[src/rtl/rtg_pkg.sv]
package rtg_pkg;

   localparam logic [31:0] LCG_MUL   = 32'd1103515245;
   localparam logic [31:0] LCG_INC   = 32'd12345;
   localparam logic [31:0] SEED_INIT = 32'd1;

   typedef enum logic [1:0] {
      ST_IDLE  = 2'd0,
      ST_START = 2'd1,
      ST_WAIT  = 2'd2
   } rtg_state_e;

   function automatic logic [31:0] lcg_next(input logic [31:0] s);
      return s * LCG_MUL + LCG_INC;
   endfunction

endpackage

[src/rtl/rtg_lcg.sv]
module rtg_lcg
   import rtg_pkg::*;
(
   input  logic        clk,
   input  logic        rst_n,
   input  logic        step,
   output logic [31:0] seed
);

   logic [31:0] seed_q;

   always_ff @(posedge clk or negedge rst_n) begin
      if (!rst_n) seed_q <= SEED_INIT;
      else if (step) seed_q <= lcg_next(seed_q);
   end

   assign seed = seed_q;

   // odd multiplier and odd increment: the low bit flips on every step
   assert_step_parity_R2: assert property (@(posedge clk) disable iff (!rst_n)
      step |=> (seed[0] != $past(seed[0])));

   assert_hold_R2: assert property (@(posedge clk) disable iff (!rst_n)
      !step |=> $stable(seed));

endmodule

[src/rtl/rtg_reduce.sv]
module rtg_reduce #(
   parameter int NUM_W   = 16,
   parameter int MOD_W   = 5,
   parameter bit SEQ_DIV = 1'b1
) (
   input  logic             clk,
   input  logic             rst_n,
   input  logic             start,
   input  logic [NUM_W-1:0] num,
   input  logic [MOD_W-1:0] modu,
   output logic             done,
   output logic [MOD_W-1:0] res
);

   localparam int CNT_W = $clog2(NUM_W + 1);

   logic             done_q;
   logic [MOD_W-1:0] res_q;

   if (MOD_W >= NUM_W) begin : g_bad_width
      $error("rtg_reduce: modulus wider than dividend");
   end

   if (SEQ_DIV) begin : g_seq
      logic [NUM_W-1:0] num_q;
      logic [MOD_W-1:0] modu_q;
      logic [MOD_W-1:0] rem_q;
      logic [CNT_W-1:0] cnt_q;
      logic             run_q;
      logic [MOD_W:0]   trial;
      logic [MOD_W-1:0] rem_d;
      logic [MOD_W-1:0] mask_res;

      assign trial    = {rem_q, num_q[NUM_W-1]};
      assign rem_d    = (trial >= {1'b0, modu_q}) ? MOD_W'(trial - {1'b0, modu_q})
                                                  : trial[MOD_W-1:0];
      assign mask_res = num[MOD_W-1:0] & (modu - MOD_W'(1));

      always_ff @(posedge clk or negedge rst_n) begin
         if (!rst_n) begin
            num_q  <= '0;
            modu_q <= '0;
            rem_q  <= '0;
            cnt_q  <= '0;
            run_q  <= 1'b0;
            done_q <= 1'b0;
            res_q  <= '0;
         end else if (start) begin
            if ($onehot(modu)) begin
               res_q  <= mask_res;
               done_q <= 1'b1;
               run_q  <= 1'b0;
            end else begin
               num_q  <= num;
               modu_q <= modu;
               rem_q  <= '0;
               cnt_q  <= CNT_W'(NUM_W);
               run_q  <= 1'b1;
               done_q <= 1'b0;
            end
         end else if (run_q) begin
            rem_q <= rem_d;
            num_q <= num_q << 1;
            cnt_q <= cnt_q - CNT_W'(1);
            if (cnt_q == CNT_W'(1)) begin
               run_q  <= 1'b0;
               done_q <= 1'b1;
               res_q  <= rem_d;
            end else begin
               done_q <= 1'b0;
            end
         end else begin
            done_q <= 1'b0;
         end
      end
   end else begin : g_comb
      always_ff @(posedge clk or negedge rst_n) begin
         if (!rst_n) begin
            done_q <= 1'b0;
            res_q  <= '0;
         end else begin
            done_q <= start;
            if (start) res_q <= MOD_W'(num % NUM_W'(modu));
         end
      end
   end

   assign done = done_q;
   assign res  = res_q;

   assert_rem_below_mod_R3: assert property (@(posedge clk) disable iff (!rst_n)
      done |-> (res < modu));

endmodule

[src/rtl/rtg_ctrl.sv]
module rtg_ctrl
   import rtg_pkg::*;
#(
   parameter int ENTRIES = 16,
   parameter int IDX_W   = 4,
   parameter int CNT_W   = 5
) (
   input  logic             clk,
   input  logic             rst_n,
   input  logic             req,
   input  logic [CNT_W-1:0] wired,
   input  logic             red_done,
   input  logic [CNT_W-1:0] red_res,
   output logic             lcg_step,
   output logic             red_start,
   output logic [CNT_W-1:0] free_cnt,
   output logic             idx_valid,
   output logic [IDX_W-1:0] idx,
   output logic             busy
);

   localparam logic [IDX_W-1:0] LAST_IDX = IDX_W'(ENTRIES - 1);

   rtg_state_e       state_q, state_d;
   logic [CNT_W-1:0] wired_q;
   logic [CNT_W-1:0] n_q;
   logic [IDX_W-1:0] prev_q;
   logic [IDX_W-1:0] idx_q;
   logic             valid_q;
   logic             single;
   logic             accept;
   logic [CNT_W:0]   cand_w;
   logic [IDX_W-1:0] cand;

   assign single = (int'(wired) >= ENTRIES - 1);
   assign cand_w = {1'b0, red_res} + {1'b0, wired_q};
   assign cand   = cand_w[IDX_W-1:0];

   always_comb begin
      state_d   = state_q;
      lcg_step  = 1'b0;
      red_start = 1'b0;
      accept    = 1'b0;
      unique case (state_q)
         ST_IDLE: begin
            if (req && !single) begin
               lcg_step = 1'b1;
               state_d  = ST_START;
            end
         end
         ST_START: begin
            red_start = 1'b1;
            state_d   = ST_WAIT;
         end
         ST_WAIT: begin
            if (red_done) begin
               if (cand == prev_q) begin
                  lcg_step = 1'b1;
                  state_d  = ST_START;
               end else begin
                  accept  = 1'b1;
                  state_d = ST_IDLE;
               end
            end
         end
         default: state_d = ST_IDLE;
      endcase
   end

   always_ff @(posedge clk or negedge rst_n) begin
      if (!rst_n) begin
         state_q <= ST_IDLE;
         wired_q <= '0;
         n_q     <= CNT_W'(ENTRIES);
         prev_q  <= '0;
         idx_q   <= '0;
         valid_q <= 1'b0;
      end else begin
         state_q <= state_d;
         valid_q <= 1'b0;
         if (state_q == ST_IDLE && req) begin
            wired_q <= wired;
            if (single) begin
               valid_q <= 1'b1;
               idx_q   <= LAST_IDX;
            end else begin
               n_q <= CNT_W'(ENTRIES) - wired;
            end
         end
         if (accept) begin
            valid_q <= 1'b1;
            idx_q   <= cand;
            prev_q  <= cand;
         end
      end
   end

   assign free_cnt  = n_q;
   assign idx_valid = valid_q;
   assign idx       = idx_q;
   assign busy      = (state_q != ST_IDLE);

   // checker state derived from the ports only
   logic             chk_short;
   logic [IDX_W-1:0] chk_prev;

   always_ff @(posedge clk or negedge rst_n) begin
      if (!rst_n) begin
         chk_short <= 1'b0;
         chk_prev  <= '0;
      end else begin
         chk_short <= req && !busy && single;
         if (idx_valid && !chk_short) chk_prev <= idx;
      end
   end

   assert_shortcut_R4: assert property (@(posedge clk) disable iff (!rst_n)
      (req && !busy && single) |=> (idx_valid && idx == LAST_IDX));

   assert_no_repeat_R5: assert property (@(posedge clk) disable iff (!rst_n)
      (idx_valid && !chk_short) |-> (idx != chk_prev));

   assert_in_range_R3: assert property (@(posedge clk) disable iff (!rst_n)
      (idx_valid && !chk_short) |-> ({1'b0, idx} >= {1'b0, wired_q} &&
                                     int'(idx) < ENTRIES));

   assert_wired_frozen_R8: assert property (@(posedge clk) disable iff (!rst_n)
      busy |=> $stable(wired_q));

   assert_valid_not_busy_R9: assert property (@(posedge clk) disable iff (!rst_n)
      idx_valid |-> !busy);

endmodule

[src/rtl/rnd_tlb_index_gen.sv]
module rnd_tlb_index_gen #(
   parameter int ENTRIES = 16,
   parameter bit SEQ_DIV = 1'b1,
   localparam int IDX_W  = $clog2(ENTRIES),
   localparam int CNT_W  = $clog2(ENTRIES + 1)
) (
   input  logic             clk,
   input  logic             rst_n,
   input  logic             req,
   input  logic [CNT_W-1:0] wired,
   output logic             idx_valid,
   output logic [IDX_W-1:0] idx,
   output logic             busy
);

   localparam int HALF_W = 16;

   if (ENTRIES < 2 || ENTRIES > 64) begin : g_bad_entries
      $error("rnd_tlb_index_gen: ENTRIES must lie in 2..64");
   end

   logic [31:0]      seed;
   logic             lcg_step;
   logic             red_start;
   logic             red_done;
   logic [CNT_W-1:0] red_res;
   logic [CNT_W-1:0] free_cnt;

   rtg_lcg u_lcg (
      .clk   (clk),
      .rst_n (rst_n),
      .step  (lcg_step),
      .seed  (seed)
   );

   rtg_reduce #(
      .NUM_W   (HALF_W),
      .MOD_W   (CNT_W),
      .SEQ_DIV (SEQ_DIV)
   ) u_reduce (
      .clk   (clk),
      .rst_n (rst_n),
      .start (red_start),
      .num   (seed[31:16]),
      .modu  (free_cnt),
      .done  (red_done),
      .res   (red_res)
   );

   rtg_ctrl #(
      .ENTRIES (ENTRIES),
      .IDX_W   (IDX_W),
      .CNT_W   (CNT_W)
   ) u_ctrl (
      .clk       (clk),
      .rst_n     (rst_n),
      .req       (req),
      .wired     (wired),
      .red_done  (red_done),
      .red_res   (red_res),
      .lcg_step  (lcg_step),
      .red_start (red_start),
      .free_cnt  (free_cnt),
      .idx_valid (idx_valid),
      .idx       (idx),
      .busy      (busy)
   );

endmodule

[config.mk]
export PLATFORM = sky130hd
export DESIGN_NAME = rnd_tlb_index_gen
export DESIGN_NICKNAME = d
export VERILOG_FILES = /design/src/rtl/rtg_pkg.sv /design/src/rtl/rtg_lcg.sv /design/src/rtl/rtg_reduce.sv /design/src/rtl/rtg_ctrl.sv /design/src/rtl/rnd_tlb_index_gen.sv
export SDC_FILE = /design/constraint.sdc
export NUM_CORES = 1
export LEC_CHECK = 0
export BUFFER_PORTS_ARGS = -buffer_cell sky130_fd_sc_hd__buf_2
export CORE_UTILIZATION = 60
export CTS_CLUSTER_SIZE = 16
export DETAILED_ROUTE_END_ITERATION = 8
export PLACE_DENSITY = 0.82
export REMOVE_ABC_BUFFERS = 1
export SLEW_MARGIN = 20
export SYNTH_ARGS = -nofsm -noshare
export SYNTH_HDL_FRONTEND = slang
export SYNTH_HIERARCHICAL = 1
export SYNTH_SLANG_ARGS = --single-unit
[constraint.sdc]
create_clock -name clk -period 6.75 [get_ports clk]
set_input_delay 0 -clock clk [delete_from_list [all_inputs] [get_ports clk]]
set_output_delay 0 -clock clk [all_outputs]
set_load 0.005 [all_outputs]
== Yosys cells after proc, flatten, opt, wreduce, memory -nomap -nowiden ==
Cells that the tools add are included.
W data, S select, Z words.
Word-level totals
  register bits: 89
  word-level logic and storage cells: 94
Operators by class
  add/subtract/negate cells: 10
  $mul: 1
  magnitude comparators: 2
  eq/ne operators: 9
  mux-type cells: 40
  bitwise gates (word level): 3
  reductions and logical operators: 15
Operators with widths (number)
  $mux W16: 3
  $mux W5: 7
  $add A32 B14 Y32 const B: 1
  $mul A32 B31 Y32 const B: 1
  $mux W4: 7
  $mux W1: 19
  $reduce_and A2 Y1: 5
  $reduce_bool A2 Y1: 5
  $ge A6 B5 Y1: 1
  $pmux W2 S3: 1
  $eq A5 B1 Y1 const B: 1
  $ge A5 B4 Y1 const B: 1
  $sub A5 B1 Y5 const B: 1
  $sub A5 B5 Y5: 1
  $sub A5 B5 Y5 const A: 1
  $add A1 B1 Y2: 2
  $add A4 B4 Y4: 1
  $and A4 B4 Y4: 1
  $eq A4 B4 Y1: 1
  $mux W2: 2
  $ne A2 B1 Y1 const B: 2
  $ne A2 B2 Y1 const B: 2
  $sub A4 B1 Y4 const B: 1
  $add A3 B1 Y3: 1
  10 further kinds: 12

== Longest topological paths before layout ==
Gate-level depths: netlist of the first run.
  word-level depth: 7
  depth in mapped cells: 25

== By module ==
Netlist of the first run, hierarchy kept.
Modules (own cells, without submodules)
  rtg_lcg: instances 1, cells an instance 1112, area each 10483.8 um2, seq. area each 802.0 um2
  rtg_reduce: instances 1, cells an instance 205, area each 2072.0 um2, seq. area each 950.9 um2
  rtg_ctrl: instances 1, cells an instance 96, area each 1091.0 um2, seq. area each 501.7 um2

== Worst setup path before layout of the first run ==
Ideal clock, no wire load.
  kind: reg-to-reg
  start: register u_lcg.seed_q[6], in the netlist u_lcg/seed[6]
  end: register u_lcg.seed_q[29], in the netlist u_lcg/seed[29]
  data arrival time: 6419 ps
  required time: 6619 ps
  slack: 200 ps
  stages on the path, launching flop included: 25
  clock period less this slack: 6550 ps
  cells stage by stage: dfrtp_1 ha_1 xor2_1 ha_1 a21oi_1 fa_1 fa_1 inv_1 fa_1 inv_1 fa_1 inv_1 fa_1 inv_1 fa_1 inv_1 ha_1 buf_2 and3_1 a221o_1 o22ai_1 o2111ai_2 a31oi_1 nor2_1 or3_1
On the way
  longest elaborated chain between the ends: 2
Ends and longest elaborated chain
  from (decl): line rtg_lcg.sv:10  | logic [31:0] seed_q;
  from (signal assigned): line rtg_lcg.sv:14  | else if (step) seed_q <= lcg_next(seed_q);
  $mul A32 B31 Y32: line rtg_pkg.sv:14  | return s * LCG_MUL + LCG_INC;
  $add A32 B14 Y32: line rtg_pkg.sv:14
Every way passes these cells.
A chain may end at the register's enable or synchronous reset.

== Worst setup path in the final report of the first run ==
  start: register u_lcg.seed_q[14], in the netlist u_lcg/seed[14]
  end: register u_lcg.seed_q[29], in the netlist u_lcg/seed[29]
Same word-level chain as after synthesis.

==> results of run 1 <==
==> registers in the layout, summed over array words and instances, names as in the netlist <==
signal / count
u_lcg/seed: 32
u_reduce/g_seq.num_q: 16
u_ctrl/free_cnt: 5
u_reduce/g_seq.cnt_q: 5
u_reduce/g_seq.modu_q: 5
u_reduce/g_seq.rem_q: 5
u_ctrl/idx: 4
u_ctrl/prev_q: 4
u_ctrl/wired_q: 4
u_reduce/res: 4
u_ctrl/state_q: 2
u_ctrl/idx_valid: 1
u_reduce/done: 1
u_reduce/g_seq.run_q: 1
==> worst paths after layout <==
kind                                                            from                              endpoint  slack, ns  cells past startpoint
worst max register to register            u_lcg/seed[14]$_DFFE_PN0P_            u_lcg/seed[29]$_DFFE_PN0P_       0.07                     20
worst min-delay path                                             req         u_ctrl/wired_q[1]$_DFFE_PN0P_        0.1                      3
min in group asynchronous                                      rst_n        u_ctrl/free_cnt[3]$_DFFE_PN0P_       0.13                      2
worst max-delay path                      u_lcg/seed[14]$_DFFE_PN0P_            u_lcg/seed[29]$_DFFE_PN0P_       0.07                     20
max in group asynchronous                                      rst_n             u_lcg/seed[6]$_DFFE_PN0P_       5.49                      3
worst min register to register  u_reduce/g_seq.num_q[14]$_DFFE_PN0P_  u_reduce/g_seq.num_q[14]$_DFFE_PN0P_       0.48                      2
==> area by class of cell <==
| class | instances | area (um^2) |
|---|---|---|
| Clock buffer | 9 | 225.2 |
| Clock inverter | 7 | 76.32 |
| Fill cell | 1618 | 7257 |
| Inverter | 433 | 1625 |
| Multi-Input combinational cell | 865 | 9799 |
| Sequential cell | 89 | 2235 |
| Tap cell | 280 | 350.3 |
| Timing Repair Buffer | 63 | 457.9 |
==> routing by layer <==
metal / vias to the layer above / global-route usage
met4: 0 / 0.1111
met1: 4789 / 0.4063
met3: 92 / 0.07395
li1: 4459 / -
met5: - / 0
met2: 371 / 0.4808
==> metrics by stage <==
step	util	cells	setup slack (ns)	hold slack [ns]	area [um^2]
2_1_floorplan	-	1387	0.2151	-0.2956	13500
3_3_place_gp	0.6470	1722	0.02772	-0.01130	14250
3_5_place_dp	0.6470	1722	-0.09275	-0.008263	14250
4_1_cts	0.6640	1744	0.007457	0.07664	14630
5_1_grt	0.6705	1746	-0.09168	0.08878	14770
6_report	0.6705	1746	0.07390	0.09518	14770
==> timing repair <==
item	CTS	global route
endpoints found under the setup margin	1	6
hold buffers	6	0
buffers inserted	0	2
hold endpoints to repair	43	0
gates resized for setup	2	26
pin swaps	0	3
==> worst register-to-register path: stages, from the launching register on <==
cell and delay (ns):
dfrtp_1 0.49, ha_1 0.37, inv_1 0.14, fa_1 0.48, fa_1 0.57, inv_1 0.05, ha_1 0.30, fa_1 0.53
fa_1 0.52, fa_1 0.56, inv_1 0.07, fa_1 0.55, inv_1 0.05, ha_1 0.35, nand2_1 0.12, nor2_1 0.08
or2_2 0.28, o32a_1 0.38, a31oi_4 0.21, nor2_1 0.07, or3_1 0.37
==> flow_summary.json, run 1 <==
{
  "cts_tree": "built",
  "clkTransAtPathRegs_ns": 0.08,
  "vias": 9711,
  "met3_length_um": 2864,
  "num_rows": 54,
  "syn_area_um2": 13590,
  "syn-instance-count": 1406,
  "dpl.hpwl_um": 28000,
  "clk_latency_ns": 0.36,
  "avgRoutedWirePerCell_um": 19.08,
  "die_h_um": 152.5,
  "final_max_slew_viol_count": 0,
  "crit_chain": "ha_1 > inv_1 > fa_1 > fa_1 > inv_1 > ha_1 > fa_1 > fa_1 > fa_1 > inv_1 > fa_1 > inv_1 > ha_1 > nand2_1 > nor2_1 > or2_2 > o32a_1 > a31oi_4 > nor2_1 > or3_1",
  "avgSynthCellArea_um2": 9.666,
  "antenna_found_initial": 0,
  "grt-ovfl-total": 0,
  "rsz0062_at_grt": "yes",
  "drive_above_1_share": 0.09550,
  "crit_slowest_cell": "fa_1",
  "crit_path_max_fanout": 5,
  "hold_viol": 0,
  "gp_congestion": 0.9828,
  "num_io_pins": 14,
  "die_w_um": 152.5,
  "cts_buffer_depth": 2,
  "status": "complete, but fails checks",
  "cts-root-buf": "clkbuf_16",
  "crit_family": "adder cells",
  "final_common_cell": "inv_1",
  "final_cell_mix": "inv_1, ha_1, fa_1, dfrtp_1, nand2_1",
  "wl_met2_um": 15290,
  "drt_wl_total_um": 33310,
  "grt_max_degree": 62,
  "holdCritPathClass": "in2reg",
  "drtIter0Drc": 655,
  "cp-start-kind": "flip-flop",
  "relSlewSlack": 0.4215,
  "max_freq_ghz": 0.1498,
  "wl_met1_um": 13910,
  "crit_path_frequent_cell": "fa_1",
  "nets": 1880,
  "design.die.area_um2": 23260,
  "crit_required_ns": 6.98,
  "io_buffers": 13,
  "yosysWarnings": 6,
  "period_share": 0.9891,
  "area_growth_pct": 8.673,
  "cts_max_level": 3,
  "skew_ns": 0.01427,
  "ant_nets": 0,
  "critPathBufInv": 4,
  "antenna_cells": 0,
  "core_um2": 22030,
  "max-cap-violations": 0,
  "max_stage_delay_ns": 0.57,
  "grt_pass1_wl_um": 53830,
  "vias_per_cell": 5.562,
  "drcViolationCount": 4,
  "min_period_ns": 6.676,
  "critPathCaptureType": "flip-flop",
  "tightest_slew_ns": 0.8619,
  "numCtsBuffers": 9,
  "track_usage": 0.3033,
  "grt_pass1_vias": 10440,
  "cts.sinks": 89,
  "top_layer": "met4",
  "violations": "design-rule violations",
  "setup_viol": 0,
  "setup-tns-final_ns": 0,
  "cp_data_arrival_time_ns": 6.91,
  "critPathKind": "reg2reg",
  "start_util": 0.6170,
  "first_pass_iters": 7
}
Power of run 1 is left out: the tool's default activity adds up to more than one toggle a clock period on the data nets, which glitch-free logic cannot reach.
==> run 2, diff against run 1 <==
Settings changed: CORE_UTILIZATION 60 to 30, PLACE_DENSITY 0.82 to 0.48.
==> run 2 against run 1 <==
Global-route usage shrank 14 points. Via count decreased by 5.6%. Die area up 98%. The run now ends clean. Count of clock-buffer cells in the layout rose by 1. Wire length grew 5.5%. Register-to-register slack improved by 0.11 ns.
==> flow_summary.json, run 2 (synthesis gave the netlist of run 1 again) <==
{
  "dpl.hpwl_um": 30550,
  "max_freq_ghz": 0.1523,
  "design.die.area_um2": 46160,
  "gp_congestion": 0.8826,
  "hold_viol": 0,
  "clkTransAtPathRegs_ns": 0.07,
  "num-fill-cells": 4552,
  "setup_viol": 0,
  "setup-tns-final_ns": 0,
  "max_stage_delay_ns": 0.53,
  "critPathCaptureType": "flip-flop",
  "tightest_slew_ns": 0.8965,
  "drt_wl_total_um": 35140,
  "start_util": 0.3060,
  "cts_max_level": 3,
  "crit_slowest_cell": "fa_1",
  "die_h_um": 214.8,
  "io_buffers": 13,
  "skew_ns": 0.01055,
  "drive_above_1_share": 0.1199,
  "first_pass_iters": 5,
  "min_period_ns": 6.568,
  "antenna_cells": 0,
  "status": "complete, no violations",
  "period_share": 0.9730,
  "nets": 1899,
  "drtIter0Drc": 425,
  "cts-root-buf": "clkbuf_16",
  "num_rows": 77,
  "placed_area_um2": 14770,
  "largest_reg_flops": 32,
  "crit_path_max_fanout": 5,
  "cts_buffer_depth": 2,
  "grt-ovfl-total": 0,
  "crit_chain": "buf_6 > ha_1 > xor2_2 > ha_1 > a21oi_2 > fa_1 > fa_1 > inv_1 > fa_1 > inv_1 > fa_1 > inv_1 > fa_1 > inv_1 > fa_1 > inv_1 > ha_4 > buf_4 > a221o_1 > o22ai_2 > o2111ai_4 > a31oi_2 > nor2_1 > or3_1",
  "vias": 9168,
  "final_max_slew_viol_count": 0,
  "antenna_found_initial": 0,
  "cts_tree": "built",
  "drcViolationCount": 0,
  "avgRoutedWirePerCell_um": 16.92,
  "grt_max_degree": 63,
  "final_area_um2": 15450,
  "crit_required_ns": 7.01,
  "hold_slack_ns": 0.08269,
  "core_um2": 44410,
  "cts.sinks": 89,
  "holdCritPathClass": "in2async",
  "fin_ws_ns": 0.1822,
  "num_io_pins": 14,
  "cp_data_arrival_time_ns": 6.82,
  "final_common_cell": "inv_1",
  "numCtsBuffers": 9,
  "crit_path_frequent_cell": "fa_1",
  "dp_slack_ns": -0.05973,
  "clk_latency_ns": 0.37,
  "track_usage": 0.1598,
  "die_w_um": 214.8,
  "cp-start-kind": "flip-flop",
  "area_growth_pct": 13.71,
  "max-cap-violations": 0,
  "critPathKind": "reg2reg",
  "vias_per_cell": 4.414,
  "grt_pass1_wl_um": 56320,
  "final_cell_mix": "inv_1, ha_1, fa_1, dfrtp_1, nand2_1",
  "ant_nets": 0,
  "grt_pass1_vias": 9792,
  "relSlewSlack": 0.4023
}
[run 2: cell types whose count changed in the layout (fill, tap and decap cells not counted), moves of 2 or more]
cell,change
buf_4,+18
ha_1,-10
ha_4,+7
dfrtp_1,-4
dfrtp_2,+4
ha_2,+3
a21oi_1,-2
a21oi_2,+2
buf_6,+2
bufinv_16,+2
fa_1,-2
fa_2,+2
[run 2: worst paths after layout]
check / slack, ns / start / endpoint / cells past startpoint
setup / recovery: 0.18 / u_lcg/seed[6]$_DFFE_PN0P_ / u_lcg/seed[29]$_DFFE_PN0P_ / 24
setup reg to reg: 0.18 / u_lcg/seed[6]$_DFFE_PN0P_ / u_lcg/seed[29]$_DFFE_PN0P_ / 24
max in group asynchronous: 5.37 / rst_n / u_lcg/seed[9]$_DFFE_PN0P_ / 3
min in group clk: 0.09 / req / u_ctrl/wired_q[1]$_DFFE_PN0P_ / 3
hold / removal: 0.08 / rst_n / u_ctrl/wired_q[1]$_DFFE_PN0P_ / 2
hold reg to reg: 0.48 / u_reduce/g_seq.num_q[1]$_DFFE_PN0P_ / u_reduce/g_seq.num_q[1]$_DFFE_PN0P_ / 2
[run 2: final cells by class]
class                      count  area (um^2)  area share
sequential                    89         2240      0.1449
tap                          592        740.7     0.04793
clock inverter                 6        107.6    0.006963
inverter                     433         1625      0.1052
timing repair buffer          82        605.6     0.03919
multi-input combinational    865         9896      0.6404
clock buffer                  10        239.0     0.01546
[run 2: per-stage QoR]
stage | util | instances
final | 0.3479 | 2077
after global placement | 0.3325 | 2051
after detailed placement | 0.3325 | 2051
after global routing | 0.3479 | 2077
after CTS | 0.3415 | 2072
after floorplan | - | 1387
[run 2: repair_timing]
action                                 CTS  global route
setup endpoints to repair                1            10
endpoints found under the hold margin   34             0
hold buffers                             5             0
pin swaps                                0            10
setup buffers                            0             5
gates resized for setup                  1            45
cloned                                   0             0
[run 2: critical path, delay by kind of cell, from the launching register on]
kind / cells / cell delay, ns
AO/OA/AOI/OAI: 5 / 1.12
XOR/XNOR: 1 / 0.19
adder cells (fa/ha/maj): 9 / 3.73
buffers and inverters: 7 / 0.56
flip-flops: 1 / 0.43
AND/OR/NAND/NOR: 2 / 0.41
[run 2: layer usage]
layer  share of wire  track usage  up-vias
met5               0            0        -
met3           0.028      0.02038       23
li1                -            -     4472
met2            0.47       0.2590      102
met1            0.48       0.2240     4571
met4           0.019      0.04095        0
Power of run 2 is left out for the same reason.
==> run 3, diff against run 2 <==
Settings changed: CORE_UTILIZATION 30 to 55, MAX_ROUTING_LAYER set to met4, PLACE_DENSITY 0.48 to 0.77.
==> run 3 against run 2 <==
Global-route usage is 12 points higher. Wire length fell by 7.1%. Register-to-register slack barely moved. Via count rose by 3.7%. Final cell count decreased by 14%. Utilization increased by 27 points. Sequential cell count did not move. First-iteration DRC count grew 16%. Hold slack better by 0.012 ns. Highest routed layer unchanged. Die area decreased by 45%.
==> flow_summary.json, run 3 (synthesis gave the netlist of run 1 again) <==
{
  "use_met1": 0.3472,
  "hold_depth": 3,
  "drive_above_1_share": 0.1085,
  "max-cap-violations": 0,
  "largest_reg_flops": 32,
  "drtIter0Drc": 495,
  "final_cell_mix": "inv_1, ha_1, fa_1, dfrtp_1, nand2_1",
  "drt_wl_total_um": 32640,
  "clkTransAtPathRegs_ns": 0.08,
  "cp-start-kind": "flip-flop",
  "drcViolationCount": 0,
  "crit_slowest_cell": "fa_2",
  "cts_max_level": 3,
  "vias": 9510,
  "io_buffers": 13,
  "busiest_layer": "met2",
  "antenna_cells": 0,
  "crit_path_frequent_cell": "inv_1",
  "die_w_um": 159.2,
  "cts_buffer_depth": 2,
  "clk_latency_ns": 0.36,
  "start_util": 0.5605,
  "gp_congestion": 0.9587,
  "final_util": 0.6164,
  "vias_per_cell": 5.313,
  "critPathCaptureType": "flip-flop",
  "rrSetupSlack_ns": 0.18,
  "cp_data_arrival_time_ns": 6.81,
  "grt-ovfl-total": 0,
  "grt_max_degree": 62,
  "avgRoutedWirePerCell_um": 18.23,
  "setup-tns-final_ns": 0,
  "numCtsBuffers": 9,
  "design.die.area_um2": 25340,
  "min_period_ns": 6.574,
  "critPathKind": "reg2reg",
  "holdCritPathClass": "in2reg",
  "period_share": 0.9739,
  "antenna_found_initial": 0,
  "die_h_um": 159.2,
  "r2r_cells": 23,
  "setup_viol": 0,
  "crit_required_ns": 6.98,
  "num_io_pins": 14,
  "cts.sinks": 89,
  "grt_pass1_wl_um": 52560,
  "num_rows": 57,
  "area_growth_pct": 9.971,
  "grt_pass1_vias": 10060,
  "final_common_cell": "inv_1",
  "ant_nets": 0,
  "fin_ws_ns": 0.1764,
  "max_stage_delay_ns": 0.56,
  "core_um2": 24250,
  "crit_path_max_fanout": 6,
  "gr-usage-met2": 0.4595,
  "nets": 1880,
  "cts-root-buf": "clkbuf_16",
  "relSlewSlack": 0.3784,
  "hold_viol": 0,
  "final_max_slew_viol_count": 0,
  "first_pass_iters": 5,
  "skew_ns": 0.01358,
  "track_usage": 0.2781,
  "dp_slack_ns": -0.009183,
  "tightest_slew_ns": 0.9262,
  "dpl.hpwl_um": 27820,
  "grtUsageMet3": 0.03517,
  "max_freq_ghz": 0.1521,
  "status": "complete, no violations",
  "crit_chain": "buf_4 > ha_4 > inv_1 > fa_1 > fa_2 > inv_1 > fa_1 > ha_1 > inv_1 > fa_1 > inv_1 > fa_1 > inv_1 > fa_2 > inv_1 > ha_2 > a21o_1 > a221o_1 > o22ai_2 > o2111ai_4 > a31oi_1 > nor2_1 > or3_1",
  "cts_tree": "built"
}
## run 3: cell types whose count changed in the layout (fill, tap and decap cells not counted), sizes merged
cell,delta
clkinv,+2
inv,+1
clkbuf,-1
bufinv,-2
dlygate4sd3,+1
buf,-20
## run 3: path summary, 6_finish.rpt
check / start / to
setup / recovery: u_lcg/seed[8]$_DFFE_PN0P_ / u_lcg/seed[29]$_DFFE_PN0P_
hold / removal: req / u_ctrl/wired_q[1]$_DFFE_PN0P_
setup reg to reg: u_lcg/seed[8]$_DFFE_PN0P_ / u_lcg/seed[29]$_DFFE_PN0P_
hold reg to reg: u_reduce/g_seq.num_q[10]$_DFFE_PN0P_ / u_reduce/g_seq.num_q[10]$_DFFE_PN0P_
max in group asynchronous: rst_n / u_reduce/g_seq.num_q[8]$_DFFE_PN0P_
min in group asynchronous: rst_n / u_reduce/g_seq.modu_q[4]$_DFFE_PN0P_
## run 3: cell type report
| class | instances | area [um^2] |
|---|---|---|
| clock buffer | 9 | 225.2 |
| clock inverter | 7 | 78.83 |
| fill | 1975 | 9303 |
| inverter | 433 | 1625 |
| multi-input combinational | 865 | 9894 |
| sequential | 89 | 2238 |
| tap | 324 | 405.4 |
| timing repair buffer | 63 | 478.0 |
## run 3: stage by stage
step	instance area, um^2	std cells	hold slack (ns)
6_report	14950	1790	0.09456
5_1_grt	14950	1790	0.09198
4_1_cts	14660	1783	0.07702
3_5_place_dp	14280	1761	0.03544
3_3_place_gp	14280	1761	0.03323
2_1_floorplan	13500	1387	-0.2956
## run 3: worst max-delay path, delay by kind of cell, from the launching register on
kind | cells | cell delay [ns]
simple gates | 2 | 0.42
buf+inv | 7 | 0.50
compound gates | 5 | 1.25
flops | 1 | 0.47
fa+ha+maj | 9 | 3.82
## run 3: timing repair
item	CTS	global route
pin swaps	0	9
buffers inserted	0	7
gates resized for setup	3	44
setup endpoints to repair	2	11
hold buffers	6	0
endpoints found under the hold margin	46	0
## run 3: routing by layer
metal / part of all wire / vias up
met4: 0.039 / 0
met3: 0.045 / 66
met5: 0 / -
li1: - / 4444
met2: 0.49 / 268
met1: 0.43 / 4732
Power of run 3 is left out for the same reason.
